$ cat config.mk
export PLATFORM = sky130hd
export DESIGN_NAME = pred_commit_unit
export DESIGN_NICKNAME = d
export VERILOG_FILES = /design/src/rtl/pred_pkg.sv /design/src/rtl/pred_bank.sv /design/src/rtl/commit_gate.sv /design/src/rtl/pred_commit_unit.sv
export SDC_FILE = /design/constraint.sdc
export NUM_CORES = 1
export LEC_CHECK = 0
export ABC_AREA = 1
export BUFFER_PORTS_ARGS = -buffer_cell sky130_fd_sc_hd__buf_4
export CORE_MARGIN = 4
export CORE_UTILIZATION = 30
export CTS_CLUSTER_SIZE = 8
export DETAILED_ROUTE_END_ITERATION = 8
export PLACE_DENSITY = 0.48
export SETUP_SLACK_MARGIN = 0.5
export SLEW_MARGIN = 20
export SYNTH_ARGS = -nofsm -noshare
export SYNTH_HDL_FRONTEND = slang
export SYNTH_SLANG_ARGS = --single-unit
$ cat constraint.sdc
create_clock -name clk_i -period 1.3 [get_ports clk_i]
set_input_delay 0.13 -clock clk_i [delete_from_list [all_inputs] [get_ports clk_i]]
set_output_delay 0.13 -clock clk_i [all_outputs]
set_load 0.05 [all_outputs]
$ cat src/rtl/pred_pkg.sv
package pred_pkg;

  typedef struct packed {
    logic wr;
    logic exc;
  } commit_ctl_t;

  function automatic commit_ctl_t gate_commit(input logic valid, input logic qp, input logic exc);
    commit_ctl_t c;
    c.wr  = valid & qp;
    c.exc = exc & valid & qp;
    return c;
  endfunction

endpackage

$ cat src/rtl/pred_bank.sv
module pred_bank #(
  parameter int NUM_PRED = 64,
  parameter int N_RD     = 2,
  localparam int IDX_W   = $clog2(NUM_PRED)
) (
  input  logic                       clk_i,
  input  logic                       rst_ni,
  input  logic                       we_i,
  input  logic [IDX_W-1:0]           widx_i,
  input  logic                       wval_i,
  input  logic [N_RD-1:0][IDX_W-1:0] rd_idx_i,
  output logic [N_RD-1:0]            rd_val_o
);

  logic [NUM_PRED-1:1] store_q;
  logic [NUM_PRED-1:0] pr_all;

  // entry 0 has no storage; writes to it match no slot
  always_ff @(posedge clk_i or negedge rst_ni) begin
    if (!rst_ni) begin
      store_q <= '0;
    end else if (we_i) begin
      for (int i = 1; i < NUM_PRED; i++) begin
        if (widx_i == IDX_W'(i)) store_q[i] <= wval_i;
      end
    end
  end

  assign pr_all = {store_q, 1'b1};

  for (genvar r = 0; r < N_RD; r++) begin : g_rd
    assign rd_val_o[r] = pr_all[rd_idx_i[r]];
  end

endmodule

$ cat src/rtl/commit_gate.sv
module commit_gate
  import pred_pkg::*;
#(
  parameter int DST_W  = 7,
  parameter int DATA_W = 64
) (
  input  logic              clk_i,
  input  logic              rst_ni,
  input  logic              valid_i,
  input  logic              qp_i,
  input  logic              exc_i,
  input  logic [DST_W-1:0]  dst_idx_i,
  input  logic [DATA_W-1:0] dst_data_i,
  output logic              wr_en_o,
  output logic              exc_o,
  output logic [DST_W-1:0]  wr_idx_o,
  output logic [DATA_W-1:0] wr_data_o
);

  commit_ctl_t ctl_d, ctl_q;

  assign ctl_d = gate_commit(valid_i, qp_i, exc_i);

  always_ff @(posedge clk_i or negedge rst_ni) begin
    if (!rst_ni) begin
      ctl_q     <= '0;
      wr_idx_o  <= '0;
      wr_data_o <= '0;
    end else begin
      ctl_q <= ctl_d;
      if (ctl_d.wr) begin
        wr_idx_o  <= dst_idx_i;
        wr_data_o <= dst_data_i;
      end
    end
  end

  assign wr_en_o = ctl_q.wr;
  assign exc_o   = ctl_q.exc;

endmodule

$ cat src/rtl/pred_commit_unit.sv
module pred_commit_unit #(
  parameter int NUM_PRED = 64,
  parameter int DST_W    = 7,
  parameter int DATA_W   = 64,
  localparam int IDX_W   = $clog2(NUM_PRED)
) (
  input  logic              clk_i,
  input  logic              rst_ni,
  input  logic              pw_en_i,
  input  logic [IDX_W-1:0]  pw_idx_i,
  input  logic              pw_val_i,
  input  logic [IDX_W-1:0]  qp_idx_i,
  input  logic              iss_valid_i,
  input  logic [DST_W-1:0]  dst_idx_i,
  input  logic [DATA_W-1:0] dst_data_i,
  input  logic              exc_req_i,
  input  logic [IDX_W-1:0]  br_idx_i,
  output logic              br_pred_o,
  output logic              wr_en_o,
  output logic [DST_W-1:0]  wr_idx_o,
  output logic [DATA_W-1:0] wr_data_o,
  output logic              exc_o
);

  localparam int RD_QP = 0;
  localparam int RD_BR = 1;

  logic [1:0][IDX_W-1:0] rd_idx;
  logic [1:0]            rd_val;
  logic                  qp_val;

  assign rd_idx[RD_QP] = qp_idx_i;
  assign rd_idx[RD_BR] = br_idx_i;
  assign qp_val        = rd_val[RD_QP];
  assign br_pred_o     = rd_val[RD_BR];

  pred_bank #(.NUM_PRED(NUM_PRED), .N_RD(2)) u_bank (
    .clk_i    (clk_i),
    .rst_ni   (rst_ni),
    .we_i     (pw_en_i),
    .widx_i   (pw_idx_i),
    .wval_i   (pw_val_i),
    .rd_idx_i (rd_idx),
    .rd_val_o (rd_val)
  );

  commit_gate #(.DST_W(DST_W), .DATA_W(DATA_W)) u_gate (
    .clk_i      (clk_i),
    .rst_ni     (rst_ni),
    .valid_i    (iss_valid_i),
    .qp_i       (qp_val),
    .exc_i      (exc_req_i),
    .dst_idx_i  (dst_idx_i),
    .dst_data_i (dst_data_i),
    .wr_en_o    (wr_en_o),
    .exc_o      (exc_o),
    .wr_idx_o   (wr_idx_o),
    .wr_data_o  (wr_data_o)
  );

endmodule

==> metrics.txt <==
layout cells sized above 1 0.542; met1 usage 0.317; CTS max path bufs 2; slowest CP cell dfrtp_1; switch share 0.380; largest net degree at the start of global routing 39; total power 19.6 mW; clock buffer count from CTS 17; Clock Sinks 136; Pleak 6.48 nW; Pre-antenna DRT Iters 5; global route hottest layer met2; Synth-to-Final Area Change 105%; CP startpoint u_bank.store_q[62]; Post-route DRC 0; Slew headroom 0.737; setup TNS -40.10 ns; Hold Vio Cnt, Final 0; Final Cell Area 0.0136 mm2; Seq/Total Area, Yosys 0.514; Syn Inst Count around 840; worst r2r path cells 15; Fmax achieved 0.508 GHz; final hold slack 0.0147 ns; Final ANT Viol Nets 0; FF-to-FF setup slack -0.60 ns; clock power share 0.279; GPL Wtd Cong approximately 0.84; Register Area ~0.0034 mm2; initial drt markers 614; final WL about 30 mm; worst setup path category register to primary output; syn nets between 900 and 1000; CTS tree done; first-pass GRT wire length approximately 43 mm; most used cell, CP nand2_1; Core Box Area about 0.022 mm2; GRT Total Usage 0.225; maximum VDD drop 0.000905 V; Worst Path Arrival 1.84 ns; Clock Pin Slew Worst Setup and Hold Paths around 0.06 ns; NumNets Final 1374; Worst Slack Setup Final -0.669 ns; Syn Area/Cell slightly below 8 um2; reg2reg start u_bank.store_q[20]; Tcrit/Tclk final 1.51; fin util 0.624; HPWL after DPL roughly 17 mm; grt met2 use 0.349; Fillers 1780; Clock Skew 0.0227 ns; vias post-DR 8006; Synth Register Bits about 140; FP Rows 54; outcome finished with violations; placed cell areas 0.00936 mm2; clock period minus worst slack 1.97 ns; area of the multi-input gates 0.00404 mm2; Placed Cells ~1300; H-tree levels 4; Slew @ Worst Pin just under 0.4 ns; Buffers & Inverters on Critical Path 2; crit-path leading delay family simple AND/OR/NAND/NOR gates; synthesis warning total 0; Worst-Skew Late Latency 0.44 ns; synth top area cells dfrtp_1, nand2_1, nand3_1; failing checks negative setup slack; die area 0.0245 mm2; CP Capture Type primary output; Worst Path Max Fanout 2; Ant. Diodes 0; Logic pwr share 0.422; Final setup viols 74; global route total overflow 0; wire length per cell 18.8 um; reg2reg end u_gate.wr_data_o[26]; pwr/cell area 1440 mW/mm2; largest area contributor in the netlist dfrtp_1; Max-Cap Viols 0; initial antenna violation count 0; fin. max-slew vios 0; Die Width 157 um; GR Layer Usage met3 0.0509; Hold Path Class input pin to register; unrepaired setup endpoints after global routing yes; CP endpoint br_pred_o; Top Ports 169; Distinct cells, synth 24; sequential power share 0.299; initial core utilization 0.304; number of global-route vias before repair 7640; critical path depth 10; Synth top area share 0.514; critical path required time 1.17 ns; CP Launch Type register; most common cell after layout, fill and taps aside buf_4; NetSw 7.44 mW; Port Buf Inserts about 170; most frequent cells in the layout buf_4, nand2_1, dfrtp_1; Pint 12.1 mW; worst-path cell chain o21ai_2, o22ai_2, buf_4, nand2_1, nand2_1, nand2_1, nand3_1, nand3_2, nand2_4, buf_8; Placement Setup Slack -0.463 ns; CP peak stage delay 0.41 ns; die height 157 um; vias per cell 5.09; Synth Cell Area 0.00662 mm2; Layout Cells excl Fill 1572; Clock Root Buffer clkbuf_16
==> layer usage <==
metal	share of wire	wire length, um	vias to the layer above
met5	0	0	-
met4	0.014	426	0
met3	0.055	1620	32
met2	0.50	14700	260
met1	0.44	12900	3949
li1	-	-	3765
==> cells in the mapped netlist <==
| master | number |
|---|---|
| or2_2 | 1 |
| inv_2 | 2 |
| o311ai_0 | 1 |
| nand2_2 | 1 |
| a21oi_1 | 61 |
| buf_1 | 2 |
| nor3_1 | 4 |
| dfrtp_1 | 136 |
| clkbuf_1 | 34 |
| mux2i_1 | 3 |
| a31oi_1 | 57 |
| nor4_1 | 1 |
| o21ai_1 | 1 |
| inv_1 | 29 |
| o21ai_0 | 36 |
| buf_4 | 7 |
| o22ai_1 | 14 |
| nand3_1 | 133 |
| clkinv_1 | 1 |
| nand3b_1 | 1 |
| nand2_4 | 1 |
| buf_2 | 17 |
| nand2_1 | 253 |
| nor2_1 | 48 |
==> tightest hold or removal path, delay by kind of cell <==
family | cells | cell delay [ns]
and+or+nand+nor | 2 | 0.13
buffers and inverters | 1 | 0.08
AOI/OAI and AO/OA | 1 | 0.05
==> cell type report <==
type | count | share of cell area
Sequential cell | 136 | 0.251
Tap cell | 280 | 0.0258
Clock inverter | 15 | 0.0161
Inverter | 32 | 0.0104
Clock buffer | 17 | 0.0314
Multi-Input combinational cell | 617 | 0.297
Timing Repair Buffer | 475 | 0.368
==> repair_timing <==
item / CTS / global route
gates resized for setup: 191 / 226
pin swaps: 54 / 66
buffers inserted: 40 / 65
gates cloned: 17 / 4
hold buffers: 74 / 0
setup endpoints to repair: 178 / 209
endpoints found under the hold margin: 212 / 0
==> cells by family after synthesis <==
family,count (synthesis),synth area share
AO/OA/AOI/OAI,170,0.142
buffers and inverters,92,0.0593
AND/OR/NAND/NOR,443,0.280
flip-flops,136,0.514
multiplexers,3,0.00453
==> power groups by stage <==
stage	sequential [mW]	combinational (mW)	clock, mW
after global routing	5.93	8.73	5.73
after detailed placement	5.70	5.62	0
after global placement	5.72	5.58	0
after floorplan	7.36	1.64	0
final	5.84	8.26	5.47
after CTS	5.73	6.96	5.50
==> sequential cells by signal, indices dropped and copies added, names as in the netlist <==
signal and flops:
u_gate.wr_data_o 64, u_gate.exc_o 1, u_bank.store_q 63, u_gate.wr_idx_o 7, u_gate.wr_en_o 1
==> worst min path at each step <==
| stage | start | end | slack (ns) | depth (start not counted) |
|---|---|---|---|---|
| after floorplan | rst_ni | u_bank.store_q[10] | -0.17 | 0 |
| after global placement | rst_ni | u_gate.exc_o | 0.05 | 1 |
| after detailed placement | rst_ni | u_gate.exc_o | 0.05 | 1 |
| after CTS | pw_idx_i[3] | u_bank.store_q[16] | -0.01 | 4 |
| after global routing | pw_idx_i[3] | u_bank.store_q[48] | 0.03 | 4 |
| final | pw_idx_i[3] | u_bank.store_q[48] | 0.01 | 4 |
(Power assumes the default switching activity.)
